<file path="src/rtl/perf_pkg.sv">
package perf_pkg;
  localparam int DATA_W  = 32;
  localparam int TYPE_W  = 8;
  localparam int SEL_W   = 5;
  localparam int ADDR_W  = 3;
  localparam int CYC_BIT = 31;

  typedef enum logic [ADDR_W-1:0] {
    A_CTRL  = 3'd0,
    A_USER  = 3'd1,
    A_SEL   = 3'd2,
    A_TYPE  = 3'd3,
    A_CNT   = 3'd4,
    A_ENSET = 3'd5,
    A_ENCLR = 3'd6,
    A_CYC   = 3'd7
  } reg_addr_e;
endpackage

</file>
<file path="src/rtl/perf_event_ctr.sv">
module perf_event_ctr
  import perf_pkg::*;
#(
  parameter int NUM_EVT = 32
) (
  input  logic              clk,
  input  logic              rst_n,
  input  logic              glb_en,
  input  logic              cnt_en,
  input  logic              clr,
  input  logic [NUM_EVT-1:0] evt_in,
  input  logic              type_we,
  input  logic [TYPE_W-1:0] type_wdata,
  input  logic              cnt_we,
  input  logic [DATA_W-1:0] cnt_wdata,
  output logic [TYPE_W-1:0] type_q,
  output logic [DATA_W-1:0] cnt_q
);
  logic              hit;
  logic              step;
  logic              cnt_ld;
  logic [DATA_W-1:0] cnt_d;

  always_comb begin
    hit = 1'b0;
    for (int i = 0; i < NUM_EVT; i++) begin
      if (type_q == TYPE_W'(i)) hit = evt_in[i];
    end
  end

  always_comb begin
    step   = glb_en && cnt_en && hit;
    cnt_ld = clr || cnt_we || step;
    if (clr)         cnt_d = '0;
    else if (cnt_we) cnt_d = cnt_wdata;
    else             cnt_d = cnt_q + DATA_W'(1);
  end

  always_ff @(posedge clk or negedge rst_n) begin
    if (!rst_n) begin
      type_q <= '0;
      cnt_q  <= '0;
    end else begin
      if (type_we) type_q <= type_wdata;
      if (cnt_ld)  cnt_q  <= cnt_d;
    end
  end


  ev_inc_chk: assert property (@(posedge clk) disable iff (!rst_n)
    (step && !clr && !cnt_we) |=> (cnt_q == $past(cnt_q) + 32'd1));

  ev_hold_chk: assert property (@(posedge clk) disable iff (!rst_n)
    (!glb_en && !clr && !cnt_we) |=> $stable(cnt_q));

  ev_clr_chk: assert property (@(posedge clk) disable iff (!rst_n)
    clr |=> (cnt_q == '0));
endmodule

</file>
<file path="src/rtl/perf_cycle_ctr.sv">
module perf_cycle_ctr
  import perf_pkg::*;
(
  input  logic              clk,
  input  logic              rst_n,
  input  logic              glb_en,
  input  logic              cyc_en,
  input  logic              clr,
  output logic [DATA_W-1:0] cyc_q
);
  logic              run;
  logic              ld;
  logic [DATA_W-1:0] cyc_d;

  always_comb begin
    run   = glb_en && cyc_en;
    ld    = clr || run;
    cyc_d = clr ? '0 : cyc_q + DATA_W'(1);
  end

  always_ff @(posedge clk or negedge rst_n) begin
    if (!rst_n)  cyc_q <= '0;
    else if (ld) cyc_q <= cyc_d;
  end


  cyc_inc_chk: assert property (@(posedge clk) disable iff (!rst_n)
    (run && !clr) |=> (cyc_q == $past(cyc_q) + 32'd1));

  cyc_clr_chk: assert property (@(posedge clk) disable iff (!rst_n)
    clr |=> (cyc_q == '0));
endmodule

</file>
<file path="src/rtl/perf_reg_if.sv">
module perf_reg_if
  import perf_pkg::*;
#(
  parameter int NUM_CTR = 6
) (
  input  logic               clk,
  input  logic               rst_n,
  input  logic [ADDR_W-1:0]  addr,
  input  logic [DATA_W-1:0]  wdata,
  input  logic               we,
  input  logic               rd,
  input  logic               priv,
  input  logic [TYPE_W-1:0]  sel_type,
  input  logic [DATA_W-1:0]  sel_cnt,
  input  logic [DATA_W-1:0]  cyc_cnt,
  output logic [DATA_W-1:0]  rdata,
  output logic               acc_err,
  output logic               glb_en,
  output logic [NUM_CTR-1:0] ev_en,
  output logic               cyc_en,
  output logic               ev_clr,
  output logic               cyc_clr,
  output logic [SEL_W-1:0]   sel,
  output logic               type_we,
  output logic               cnt_we
);
  logic               allowed, wr_ok, rd_ok, sel_ok;
  logic               user_q, user_d, glb_d, cyc_en_d, err_d;
  logic [SEL_W-1:0]   sel_d;
  logic [NUM_CTR-1:0] ev_en_d;
  logic [DATA_W-1:0]  mask;
  logic [DATA_W-1:0]  mux;

  always_comb begin
    allowed = priv || user_q;
    wr_ok   = we && allowed;
    rd_ok   = rd && allowed;
    sel_ok  = (sel < SEL_W'(NUM_CTR));
    err_d   = (we || rd) && !allowed;
    ev_clr  = wr_ok && (addr == A_CTRL) && wdata[1];
    cyc_clr = wr_ok && (addr == A_CTRL) && wdata[2];
    type_we = wr_ok && (addr == A_TYPE) && sel_ok;
    cnt_we  = wr_ok && (addr == A_CNT)  && sel_ok;
  end

  always_comb begin
    glb_d    = glb_en;
    user_d   = user_q;
    sel_d    = sel;
    ev_en_d  = ev_en;
    cyc_en_d = cyc_en;
    if (wr_ok) begin
      case (addr)
        A_CTRL:  glb_d  = wdata[0];
        A_USER:  user_d = wdata[0];
        A_SEL:   sel_d  = wdata[SEL_W-1:0];
        A_ENSET: begin
          ev_en_d  = ev_en | wdata[NUM_CTR-1:0];
          cyc_en_d = cyc_en | wdata[CYC_BIT];
        end
        A_ENCLR: begin
          ev_en_d  = ev_en & ~wdata[NUM_CTR-1:0];
          cyc_en_d = cyc_en & ~wdata[CYC_BIT];
        end
        default: ;
      endcase
    end
  end

  always_ff @(posedge clk or negedge rst_n) begin
    if (!rst_n) begin
      glb_en  <= 1'b0;
      user_q  <= 1'b0;
      sel     <= '0;
      ev_en   <= '0;
      cyc_en  <= 1'b0;
      acc_err <= 1'b0;
    end else begin
      acc_err <= err_d;
      if (wr_ok) begin
        glb_en <= glb_d;
        user_q <= user_d;
        sel    <= sel_d;
        ev_en  <= ev_en_d;
        cyc_en <= cyc_en_d;
      end
    end
  end

  always_comb begin
    mask                 = '0;
    mask[NUM_CTR-1:0]    = ev_en;
    mask[CYC_BIT]        = cyc_en;
    case (addr)
      A_CTRL:          mux = {{(DATA_W-1){1'b0}}, glb_en};
      A_USER:          mux = {{(DATA_W-1){1'b0}}, user_q};
      A_SEL:           mux = {{(DATA_W-SEL_W){1'b0}}, sel};
      A_TYPE:          mux = {{(DATA_W-TYPE_W){1'b0}}, sel_type};
      A_CNT:           mux = sel_cnt;
      A_ENSET, A_ENCLR: mux = mask;
      default:         mux = cyc_cnt;
    endcase
    rdata = rd_ok ? mux : '0;
  end


  denied_err_chk: assert property (@(posedge clk) disable iff (!rst_n)
    ((we || rd) && !allowed) |=> acc_err);

  denied_wr_chk: assert property (@(posedge clk) disable iff (!rst_n)
    (we && !allowed) |=> ($stable(glb_en) && $stable(ev_en) && $stable(cyc_en)
                          && $stable(sel) && $stable(user_q)));

  en_set_chk: assert property (@(posedge clk) disable iff (!rst_n)
    (wr_ok && addr == A_ENSET) |=>
      ((ev_en & $past(wdata[NUM_CTR-1:0])) == $past(wdata[NUM_CTR-1:0])));

  en_clr_chk: assert property (@(posedge clk) disable iff (!rst_n)
    (wr_ok && addr == A_ENCLR) |=> ((ev_en & $past(wdata[NUM_CTR-1:0])) == '0));
endmodule

</file>
<file path="src/rtl/perf_event_unit.sv">
module perf_event_unit
  import perf_pkg::*;
#(
  parameter int NUM_CTR = 6,
  parameter int NUM_EVT = 32
) (
  input  logic               clk,
  input  logic               rst_n,
  input  logic [2:0]         reg_addr,
  input  logic [31:0]        reg_wdata,
  input  logic               reg_we,
  input  logic               reg_rd,
  input  logic               reg_priv,
  output logic [31:0]        reg_rdata,
  output logic               acc_err,
  input  logic [NUM_EVT-1:0] evt_in
);
  logic               glb_en, cyc_en, ev_clr, cyc_clr, type_we, cnt_we;
  logic [NUM_CTR-1:0] ev_en;
  logic [SEL_W-1:0]   sel;
  logic [TYPE_W-1:0]  sel_type;
  logic [DATA_W-1:0]  sel_cnt, cyc_cnt;
  logic [TYPE_W-1:0]  type_q [NUM_CTR];
  logic [DATA_W-1:0]  cnt_q  [NUM_CTR];

  perf_reg_if #(.NUM_CTR(NUM_CTR)) u_regs (
    .clk(clk), .rst_n(rst_n), .addr(reg_addr), .wdata(reg_wdata),
    .we(reg_we), .rd(reg_rd), .priv(reg_priv),
    .sel_type(sel_type), .sel_cnt(sel_cnt), .cyc_cnt(cyc_cnt),
    .rdata(reg_rdata), .acc_err(acc_err), .glb_en(glb_en), .ev_en(ev_en),
    .cyc_en(cyc_en), .ev_clr(ev_clr), .cyc_clr(cyc_clr), .sel(sel),
    .type_we(type_we), .cnt_we(cnt_we)
  );

  for (genvar g = 0; g < NUM_CTR; g++) begin : g_ctr
    perf_event_ctr #(.NUM_EVT(NUM_EVT)) u_ctr (
      .clk(clk), .rst_n(rst_n), .glb_en(glb_en), .cnt_en(ev_en[g]),
      .clr(ev_clr), .evt_in(evt_in),
      .type_we(type_we && (sel == SEL_W'(g))), .type_wdata(reg_wdata[TYPE_W-1:0]),
      .cnt_we(cnt_we && (sel == SEL_W'(g))), .cnt_wdata(reg_wdata),
      .type_q(type_q[g]), .cnt_q(cnt_q[g])
    );
  end

  always_comb begin
    sel_type = '0;
    sel_cnt  = '0;
    for (int i = 0; i < NUM_CTR; i++) begin
      if (sel == SEL_W'(i)) begin
        sel_type = type_q[i];
        sel_cnt  = cnt_q[i];
      end
    end
  end

  perf_cycle_ctr u_cyc (
    .clk(clk), .rst_n(rst_n), .glb_en(glb_en), .cyc_en(cyc_en),
    .clr(cyc_clr), .cyc_q(cyc_cnt)
  );


  oor_read_chk: assert property (@(posedge clk) disable iff (!rst_n)
    (reg_rd && (reg_addr == A_CNT || reg_addr == A_TYPE) && sel >= SEL_W'(NUM_CTR))
      |-> (reg_rdata == '0));

  idle_rdata_chk: assert property (@(posedge clk) disable iff (!rst_n)
    !reg_rd |-> (reg_rdata == '0));
endmodule

</file>
<file path="config.mk">
export PLATFORM = sky130hd
export DESIGN_NAME = perf_event_unit
export DESIGN_NICKNAME = d
export VERILOG_FILES = /design/src/rtl/perf_pkg.sv /design/src/rtl/perf_event_ctr.sv /design/src/rtl/perf_cycle_ctr.sv /design/src/rtl/perf_reg_if.sv /design/src/rtl/perf_event_unit.sv
export SDC_FILE = /design/constraint.sdc
export NUM_CORES = 1
export LEC_CHECK = 0
export BUFFER_PORTS_ARGS = -buffer_cell sky130_fd_sc_hd__buf_2
export CORE_AREA = 2 2 261 263
export CTS_CLUSTER_DIAMETER = 100
export DETAILED_ROUTE_END_ITERATION = 10
export DIE_AREA = 0 0 263 265
export GPL_TIMING_DRIVEN = 0
export PLACE_DENSITY = 0.45
export SYNTH_ARGS = -nofsm -noshare
export SYNTH_HDL_FRONTEND = slang
export SYNTH_SLANG_ARGS = --single-unit
</file>
<file path="constraint.sdc">
create_clock -name clk -period 7.65 [get_ports clk]
set_input_delay 0 -clock clk [delete_from_list [all_inputs] [get_ports clk]]
set_output_delay 0 -clock clk [all_outputs]
set_load 0.02 [all_outputs]
</file>
==> After elaboration in Yosys (flattened, before gate mapping) <==
Cells that the tools add are included.
W data, S select, Z words.
{ "totals": {"ff_bits": 287, "input_bits": 72, "output_inout_bits": 33, "elab_cells": 516} }
{ "classes": {"addsub": 7, "order_cmp": 1, "n_eq_ne": 197, "muxes": 221, "bitwise": 6, "reduce_logical": 65} }
{ "op_table": {"columns": ["cell", "count"], "rows": [
  ["$eq A8 B5 Y1 const B", 96],
  ["$mux W32", 20],
  ["$eq A8 B4 Y1 const B", 48],
  ["$add A32 B1 Y32 const B", 7],
  ["$eq A8 B3 Y1 const B", 24],
  ["$mux W1", 192],
  ["$pmux W32 S6", 1],
  ["$eq A8 B2 Y1 const B", 12],
  ["$eq A8 B1 Y1 const B", 6],
  ["$logic_not A8 Y1", 6],
  ["$mux W8", 6],
  ["$logic_and A1 B1 Y1", 35],
  ["$logic_or A1 B1 Y1", 15],
  ["$pmux W6 S2", 1],
  ["$eq A5 B2 Y1 const B", 2],
  ["$eq A5 B3 Y1 const B", 2],
  ["$eq A3 B3 Y1 const B", 3],
  ["$reduce_and A2 Y1", 4],
  ["$and A6 B6 Y6", 1],
  ["$eq A3 B2 Y1 const B", 2],
  ["$not A6 Y6", 1],
  ["$or A6 B6 Y6", 1],
  ["$eq A5 B1 Y1 const B", 1],
  ["$logic_not A5 Y1", 1],
  ["other kinds (10)", 10]
]} }

==> Depth between registers and ports, before layout <==
Gate-level depths: netlist (run 1).
{ "logic_depth": {"ltp_word": 35, "depth_mapped": 12, "depth_no_buf": 9} }

==> Modules after synthesis <==
A second synthesis (run 1) with hierarchy kept.
{ "unflattened": {"cells_unflattened": 2737, "area_unflattened_um2": 23450.0} }
{ "modules_own_cells": {"columns": ["mod", "instances", "cells_each", "area_each_um2", "seq_area_each_um2"], "rows": [
  ["perf_event_ctr", 6, 329, 2942.8, 1001.0],
  ["perf_event_unit", 1, 403, 2560.0, 0.0],
  ["perf_cycle_ctr", 1, 184, 1737.9, 800.8],
  ["perf_reg_if", 1, 176, 1495.2, 375.4]
]} }

==> Worst setup path after synthesis (run 1) <==
No wires, ideal clock.
{ "synth_timing": {"kind": "register to register", "startpoint": "register g_ctr[1].u_ctr.type_q[1]", "endpoint": "register g_ctr[1].u_ctr.cnt_q[13]", "setup_ns": 0.125, "t_arrival_ns": 2.456, "t_required_ns": 7.525, "path_slack_ns": 5.069, "stages_incl_launch_ff": 12, "n_path_buf": 3, "synth_period_minus_slack_ns": 2.581, "path_cell_list": "dfrtp_1 -> buf_2 -> and2_1 -> mux4_2 -> or4b_1 -> nand4b_1 -> a21oi_2 -> nor3_4 -> or2_1 -> buf_6 -> buf_6 -> o21ai_2"} }
{ "synth_via": {"elab_chain_len": 35, "elab_cells_between_ends": 66, "classes_between": "eq/ne: 31; mux: 32; reduce/logical: 3"} }
{ "synth_lines": {"columns": ["item", "line_no", "text"], "rows": [
  ["start: declaration", "perf_event_ctr.sv:16", "output logic [TYPE_W-1:0] type_q,"],
  ["start signal: assignment", "perf_event_ctr.sv:44", "if (type_we) type_q <= type_wdata;"],
  ["$logic_not A8 Y1", "perf_event_ctr.sv:27", "if (type_q == TYPE_W'(i)) hit = evt_in[i];"],
  ["$mux W1 (31 in series)", "perf_event_ctr.sv:27", null],
  ["$mux W1 *", "perf_event_ctr.sv:27", null],
  ["$logic_and A1 B1 Y1 *", "perf_event_ctr.sv:32", "step = glb_en && cnt_en && hit;"],
  ["$logic_or A1 B1 Y1 *", "perf_event_ctr.sv:33", "cnt_ld = clr || cnt_we || step;"],
  ["end signal: assignment", "perf_event_ctr.sv:45", "if (cnt_ld) cnt_q <= cnt_d;"],
  ["end: declaration", "perf_event_ctr.sv:17", "output logic [DATA_W-1:0] cnt_q"]
]} }
Mark *: on every way between the ends. The rest lies on a longest branch, timed or not.
A chain may end at the register's enable or synchronous reset.

==> Worst setup path in the final report (run 1) <==
{ "layout_timing": {"startpoint": "register u_regs.sel[2]", "endpoint": "output reg_rdata[28]"} }
{ "layout_via": {"elab_chain_len": 9, "elab_cells_between_ends": 14, "classes_between": "eq/ne: 5; mux: 8; reduce/logical: 1"} }
{ "layout_lines": {"columns": ["item", "line_no", "text"], "rows": [
  ["start: declaration", "perf_reg_if.sv:23", "output logic [SEL_W-1:0] sel,"],
  ["start signal: assignment", "perf_reg_if.sv:83", "sel <= sel_d;"],
  ["$logic_not A5 Y1", "perf_event_unit.sv:49", "if (sel == SEL_W'(i)) begin"],
  ["$mux W32 (5 in series)", "perf_event_unit.sv:49", null],
  ["$mux W32 *", "perf_event_unit.sv:49", null],
  ["$pmux W32 S6 *", "perf_reg_if.sv:94", "case (addr)"],
  ["$mux W32 *", "perf_reg_if.sv:103", "rdata = rd_ok ? mux : '0;"],
  ["end: declaration", "perf_event_unit.sv:14", "output logic [31:0] reg_rdata,"]
]} }
Marked as above.

==> results.txt, run 1 <==
The top cell type by area accounts for 34.97% of the synthesized area. The number of max-capacitance violations reported came out at 0. The number of top-level pins is 105. Cells with a size suffix above 1 make up 11.44% of the layout.

Setup repair after global routing left no endpoint under its margin. Across the whole layout, storage elements account for 7182 sq um. The full die area is 69700 sq um. Counting flops with a built-in enable in the synthesized netlist gives 0. The sum of met2 wire segment lengths after detailed routing is 40840 um. The detailed-route DRC error count is 0. The total count of max-transition violations in the final report was 0.

Yosys attributes the largest share of cell area to sky130_fd_sc_hd__dfrtp_1 35%, sky130_fd_sc_hd__o21ai_0 7.4%, sky130_fd_sc_hd__a21oi_1 6.8%, sky130_fd_sc_hd__xnor2_1 4.2%, sky130_fd_sc_hd__nand2_1 3.5%. Measured against its own limit, the worst slew margin works out to 7.883%. Using the TritonRoute via totals, the vias-per-cell ratio works out to 5.870. The post-detailed-routing wire length came out at 91600 um.

The biggest area contributor in the post-synthesis netlist is sky130_fd_sc_hd__dfrtp_1. The final routed wire length divided by cell count is 25.57 um. The hold violation total from the final report is 0. The tree is rooted in a sky130_fd_sc_hd__clkbuf_16. The worst endpoint required time came out at 7650 ps. The count of H-tree levels built during CTS is 2. The min-delay analysis places its worst path in the category in2async. In the final design database the tool counted 2759 nets. The flow ran to the end, and the final reports show no timing, DRC or antenna violations. The floorplan has 95 rows. The count of placed standard cells including taps is 3476.

The number of global-route vias before repair came out at 20.55k. The buffer levels on the longest clock path came out at 3. The highest metal layer used by the detailed router is met4. The net count after synthesis came out at 2580. The sequential-to-total area share from yosys stat came out at 34.97%.

Routability-driven placement finished with a final weighted congestion of 0.9432. The critical path is of the reg2out type. The number of filler cells placed in the layout is 7021.

The via count of the routed design is 21.03k. For the worst flop-to-flop path, the logic depth is 9. The horizontal die dimension came out at 263 um. 0 antenna diodes ended up in the layout. The die boundary height came out at 265 um. Data on the critical path arrives at its endpoint at 4250 ps. The overall overflow remaining after global route came out at 0. After synthesis, the mean cell area works out to 8.212 sq um. The pin count of the biggest net entering global routing is 101. The ratio of total power to cell area came out at 231.3 nW/um^2. At the later pin of the worst-skew pair, clock insertion delay measures 580 ps. The area added between synthesis and finish is 16.09%. The final design utilization is 35.69%. The number of setup violations in the final report came out at 0.

The total area inside the core boundary comes to 66800 sq um. The reg-to-reg endpoint is g_ctr[4].u_ctr.cnt_q[16]. The number of antenna violations at the first check in global routing is 0. The maximum fanout along the worst path is 10. The kind of start point of the critical path is a flop. The detailed-routing iteration count for the pre-antenna-repair pass is 6. After synthesis, the netlist uses 94 different library cells. The post-synthesis cell area is 20540 sq um. The setup slack of the most critical reg-to-reg path is 3400 ps. The register bit total from synthesis is 287. The highest achievable clock rate came out at 235.1 MHz. The setup skew after layout is 32.18 ps. The proportion of register bits with asynchronous set or reset after synthesis came out at 100.0%.

The initial DRC count is 2071. The half-perimeter wire length after detailed placement is 69410 um. TritonCTS built the clock tree.

The final critical path time including I/O delays and setup came out at 4254 ps. The routed metal-1 wirelength came out at 42320 um. The kind of capture point of the worst setup path is an output pin. Detailed routing placed a total of 6445 um of wire on met3. The post-route non-filler standard cell count came out at 3582.

Post-CTS repair changed the size of 0 cells. The leakage power of the design came out at 0.009251 uW. In this run the critical register-to-register path is launched from u_regs.user_q. Post-CTS timing repair inserted 0 buffers for setup. Dividing the final minimum period by the clock period gives 55.61%. Summed over all failing endpoints, the final setup total negative slack is 0 ps. The initial cell density of the core came out at 30.75%.

The top flip-flop cell by instance count after synthesis is sky130_fd_sc_hd__dfrtp_1. Hold repair after CTS inserted 36 buffers. The clock-pin slew of the registers on the worst-case setup and hold paths is 60 ps. The slew of the pin with the lowest slew margin came out at 1373 ps.

The highest ir drop seen on vdd came out at 0.1235 mV. The synthesized instance count is 2501. The remaining antenna violation count is 0. The aggregate global-route resource usage came out at 25.81%. Buffers inserted during clock tree synthesis total 39. The number of buffers added on ports is 99. The total area of multi-input combinational cells is 12350 sq um. For this design, the sink count on the clock tree is 287. The global-route wire length before repair came out at 136300 um. The count of synthesis-stage warnings from yosys came out at 0.
==> through the flow <==
stage               worst slack, ps  hold WS [ps]  instance area (sq um)  total power [uW]
finish                         3396         38.77                  23840              5514
global route                   3197         124.1                  23840              5745
CTS                            3413         76.42                  23840              5492
detailed placement             3471        -183.9                  22230              3621
global placement              298.7         222.5                  22130              3602
floorplan                      5069        -295.6                  20540              2983
==> how the worst max path moves through the flow <==
stage          slack [ps]                        to                startpoint
6_report             3400             reg_rdata[28]             u_regs.sel[2]
5_1_grt              3200  g_ctr[4].u_ctr.cnt_q[18]             u_regs.user_q
4_1_cts              3410             reg_rdata[29]             u_regs.sel[2]
3_5_place_dp         3470  g_ctr[4].u_ctr.cnt_q[18]             u_regs.user_q
3_3_place_gp          300           u_cyc.cyc_q[25]                     rst_n
2_1_floorplan        5070  g_ctr[1].u_ctr.cnt_q[13]  g_ctr[1].u_ctr.type_q[1]
==> cell usage after synthesis, drive strengths merged (5+ instances only) <==
library cell / number
inv: 52
buf: 39
mux2i: 45
o211ai: 21
nand4: 35
or2: 8
a31oi: 15
and2: 28
nor2b: 16
a2111oi: 11
o22ai: 22
nor3b: 24
nand3b: 13
mux4: 14
mux2: 57
or3: 12
nand2: 193
nor4b: 14
xnor2: 99
a211oi: 20
and3: 42
nor4: 32
o2111ai: 13
nor2: 166
a21oi: 279
a221oi: 11
xor2: 62
a221o: 5
clkbuf: 158
a22o: 6
and4: 16
a22oi: 45
and3b: 9
o221ai: 7
o21ai: 320
nand2b: 21
maj3: 5
nor3: 74
nand3: 112
o31ai: 9
dfrtp: 287
ha: 7
a41oi: 10
==> where the power goes <==
group | switching (uW) | total [uW] | internal [uW]
logic | 987 | 1530 | 545
clock network | 761 | 1850 | 1080
registers | 366 | 2140 | 1770
total | 2110 | 5510 | 3400
==> cells in the final DEF, fill, tap and decap left out, drive strengths merged, types with 12 or more instances in the layout <==
cell / count
a211oi: 20
a21oi: 279
a22oi: 45
a31oi: 15
and2: 28
and3: 42
and4: 16
buf: 141
clkbuf: 221
dfrtp: 287
dlygate4sd3: 36
inv: 52
mux2: 57
mux2i: 45
mux4: 14
nand2: 193
nand2b: 21
nand3: 112
nand3b: 13
nand4: 35
nor2: 166
nor2b: 16
nor3: 74
nor3b: 24
nor4: 32
nor4b: 14
o2111ai: 13
o211ai: 21
o21ai: 320
o22ai: 22
or3: 12
xnor2: 99
xor2: 62
==> final cells by class <==
class | instances | share of cell area, %
plain buffers | 197 | 3.458
flip-flops and latches | 287 | 30.12
well taps | 873 | 4.581
clock buffers | 63 | 5.111
repair buffers | 138 | 3.978
multi-input cells | 1965 | 51.79
inverters | 52 | 0.8186
clock inverters | 7 | 0.1469
==> flip-flops by register name, indices dropped and copies added (netlist names), named ones only <==
signal	flops
g_ctr.u_ctr.cnt_q	192
g_ctr.u_ctr.type_q	48
u_cyc.cyc_q	32
u_regs.sel	5
u_regs.acc_err	1
u_regs.glb_en	1
u_regs.user_q	1
==> worst max-delay path, stage by stage, from the launching register on <==
cell	delay, ps
sky130_fd_sc_hd__dfrtp_1	500
sky130_fd_sc_hd__or3_1	350
sky130_fd_sc_hd__clkbuf_1	180
sky130_fd_sc_hd__nor3b_2	690
sky130_fd_sc_hd__clkbuf_1	700
sky130_fd_sc_hd__a22oi_1	250
sky130_fd_sc_hd__nand3_1	160
sky130_fd_sc_hd__o21ai_0	160
sky130_fd_sc_hd__a21oi_1	350
sky130_fd_sc_hd__a21oi_1	80
sky130_fd_sc_hd__nor2_1	100
sky130_fd_sc_hd__buf_2	170
==> per-layer routing <==
metal | global-route usage (%) | up-vias
li1 | - | 9576
met1 | 37.59 | 10460
met2 | 40.28 | 862
met3 | 3.363 | 123
met4 | 6.394 | 0
met5 | 0 | -
==> kinds of logic (layout without fill, tap and decap cells) <==
group / after synthesis / count (layout) / share of synthesized area (%)
AOI/OAI and AO/OA: 845 / 845 / 24.72
and+or+nand+nor: 831 / 831 / 20.94
DFF: 287 / 287 / 34.97
buffers and inverters: 249 / 457 / 4.965
xor gates and xnor gates: 161 / 161 / 6.866
muxes: 116 / 116 / 6.872
adders and majority gates: 12 / 12 / 0.6701
Note: power is estimated with default switching activity, not from simulation.
==> run 2: changes to the inputs <==
- PLACE_DENSITY: 0.45 -> 0.46
- clock period: 7.65 -> 3.8 ns (I/O delays scaled with it)
==> results.txt, run 2 (synthesis results as in run 1) <==
The hold violation total from the final report came out at 0. The number of antenna violations at the first check in global routing came out at 4. The register cell area after layout is 7182 sq um. The tightest hold path in the finished design has a slack of 49.26 ps. The placement row count came out at 95.

The cell count of the worst reg-to-reg path came out at 12. The half-perimeter wire length after detailed placement is 68250 um. The worst path needs 3743 ps of the cycle, external delays included.

The routed design has 90240 um of wire. The overall overflow remaining after global route is 0. Counting tap cells, the placed design contains a total of 3476 instances. The initial cell density of the core is 30.75%.

The worst pin sits at a relative slew slack of 1.101%. The end of the critical path is reg_rdata[30]. Grouping stages by cell kind, the critical path spends the most delay in compound AO/OA/AOI/OAI gates.

The via count of the routed design is 21.03k. Across the VDD grid, the largest voltage drop is 0.2768 mV. The final antenna diode count came out at 0. The CTS buffer count is 38. In this run the static leakage power is 0.009265 uW.

The tree is rooted in a sky130_fd_sc_hd__clkbuf_16. The number of max-capacitance violations reported came out at 1. The worst setup path is launched from a flop.

The beginning of the critical path is u_regs.sel[2]. At the end of routability-driven placement, the weighted congestion stood at 0.9457. The die boundary height came out at 265 um. The aggregate global-route resource usage came out at 25.29%. The ratio of total power to cell area came out at 455.6 nW/um^2. The first global-routing pass estimated 133700 um of wire. The path type of the worst setup path is reg2out.

The run finished, with violations left. The worst setup path is captured at an output pin. In the final layout, the share of cells above drive strength 1 is 12.16%.

For this block, the initial DRC count from the detailed router was 2005. The register bank with the most flops is g_ctr.u_ctr.cnt_q. In the routed layout, each cell is associated on average with a via count of 5.877. The library cells used most frequently in the layout, excluding fill and tap cells, are 302 x sky130_fd_sc_hd__o21ai_0, 287 x sky130_fd_sc_hd__dfrtp_1, 275 x sky130_fd_sc_hd__a21oi_1. The final net count came out at 2761. The register with the most flip-flops in the layout has 192 of them.

The number of clock sinks seen by CTS came out at 287. The total area of multi-input combinational cells came out at 12400 sq um. The area of the core region is 66800 sq um. The area added between synthesis and finish came out at 15.96%.

The clock-pin slew of the registers on the worst-case setup and hold paths is 60 ps. The class of the tightest hold or removal check is in2async. The critical path buffer and inverter count is 3. On the critical path, the stage with the largest delay is an instance of sky130_fd_sc_hd__a221oi_1.

The clock passes through at most 3 buffers. The count of H-tree levels built during CTS is 2. The total count of max-transition violations in the final report came out at 0. The reg-to-reg critical path startpoint is u_regs.sel[2]. Once layout is complete, the utilization of the core stands at 35.65%. Dividing the final minimum period by the clock period gives 98.49%. The slew of the pin with the lowest slew margin came out at 1463 ps. The setup skew after layout came out at 30.90 ps. The detailed-routing iteration count for the pre-antenna-repair pass is 6. Port buffering added 99 buffers. The number of top-level pins came out at 105.

The arrival time reported for the critical path endpoint came out at 3740 ps. The post-route non-filler standard cell count came out at 3578. The reg-to-reg endpoint is g_ctr[1].u_ctr.cnt_q[22]. Leaving out fill and tap cells, the most frequent cell in the layout is sky130_fd_sc_hd__o21ai_0. On the worst path, the slowest cell contributes a delay of 740 ps. The CTS tree is done.

Entering global routing, the biggest net connects 107 pins. The library cell appearing most often on the critical path is sky130_fd_sc_hd__nor2_1. The largest registers in the layout are g_ctr.u_ctr.cnt_q x192, g_ctr.u_ctr.type_q x48, u_cyc.cyc_q x32. The worst-skew pair later-pin latency came out at 580 ps. The die covers 69700 sq um. Derived from the worst setup path, the maximum achievable clock frequency is 267.2 MHz. The signal on the critical path passes through or3_1 -> clkbuf_1 -> nor3b_2 -> buf_4 -> a22o_1 -> a221oi_1 -> nor2_1 -> a21oi_1 -> nor2_1 -> buf_2. Setup repair after global routing could not meet its margin everywhere. The detailed-route DRC error count came out at 0. The checks that failed: max-capacitance violations.

The worst endpoint required time is 3800 ps. The critical path depth in cells came out at 10. After detailed routing, the average wire length per cell comes to 25.22 um. The floorplan step set the die width to 263 um. The number of filler cells placed in the layout is 7075. Setup violations remaining at the end of the flow were counted as 0. The remaining antenna violation count came out at 0. Along the worst path, the maximum fanout reaches 7.

The number of global-route vias before repair is 20.10k. Setup slack on the worst reg-to-reg path comes out at 120 ps.
run 2: changes by cell type in the layout (fill, tap and decap cells not counted), moves of 3 or more:
cell / before / now
sky130_fd_sc_hd__a21oi_1: 278 / 275
sky130_fd_sc_hd__a21oi_2: 1 / 4
sky130_fd_sc_hd__buf_4: 7 / 12
sky130_fd_sc_hd__clkbuf_1: 168 / 151
sky130_fd_sc_hd__clkbuf_16: 41 / 38
sky130_fd_sc_hd__clkbuf_2: 1 / 14
sky130_fd_sc_hd__clkbuf_8: 11 / 5
sky130_fd_sc_hd__clkinv_2: 7 / 4
run 2: power breakdown:
group / internal (uW) / switching, uW / total (uW) / leakage, uW
sequential: 3560 / 763 / 4330 / 0.00379
clock: 1940 / 1510 / 3460 / 0.000551
combinational: 1120 / 1950 / 3070 / 0.00492
run 2: what timing repair did:
action	CTS	global route
gates resized for setup	11	29
endpoints found under the hold margin	286	0
cloned	0	1
pin swaps	0	2
setup endpoints to repair	51	48
setup buffers	0	5
hold buffers	36	0
run 2: area by class of cell:
class                           instances  area share [%]
Inverter                               52          0.8195
Clock inverter                          7          0.2259
Buffer                                194           3.509
Multi-Input combinational cell       1966           52.08
Timing Repair Buffer                  143           4.140
Sequential cell                       287           30.15
Clock buffer                           56           4.486
Tap cell                              873           4.586
run 2: per-layer routing:
| layer | part of all wire, % | GRT usage, % | vias to the layer above |
|---|---|---|---|
| met5 | 0 | 0 | - |
| met4 | 2.5 | 6.764 | 0 |
| met3 | 7.5 | 3.614 | 117 |
| met2 | 44 | 39.21 | 871 |
| met1 | 46 | 36.65 | 10470 |
| li1 | - | - | 9576 |
run 2: worst min path at each step:
stage | to | cells past startpoint | slack [ps] | startpoint
3_5_place_dp | g_ctr[0].u_ctr.type_q[2] | 1 | -200 | rst_n
2_1_floorplan | asynchronous set/reset pin | 0 | -300 | rst_n
6_report | g_ctr[0].u_ctr.type_q[1] | 3 | 50 | rst_n
5_1_grt | g_ctr[0].u_ctr.type_q[1] | 3 | 120 | rst_n
4_1_cts | g_ctr[0].u_ctr.type_q[1] | 3 | 100 | rst_n
3_3_place_gp | u_regs.acc_err | 2 | 220 | reg_priv
run 2: worst register-to-register path, delay by kind of cell (launching register included):
kind	cells	cell delay [ps]
buf+inv	5	1210
compound gates	1	170
simple gates	6	1730
flops	1	500
run 2: through the flow:
| stage | power [uW] | instance area (sq um) | TNS, ps | setup slack (ps) |
|---|---|---|---|---|
| 2_1_floorplan | 6006 | 20540 | 0 | 1219 |
| 3_3_place_gp | 7228 | 22130 | -966160 | -3403 |
| 3_5_place_dp | 7270 | 22220 | -2120 | -202.8 |
| 4_1_cts | 10810 | 23740 | 0 | 2.455 |
| 5_1_grt | 11340 | 23820 | 0 | 0.5551 |
| 6_report | 10850 | 23820 | 0 | 57.44 |
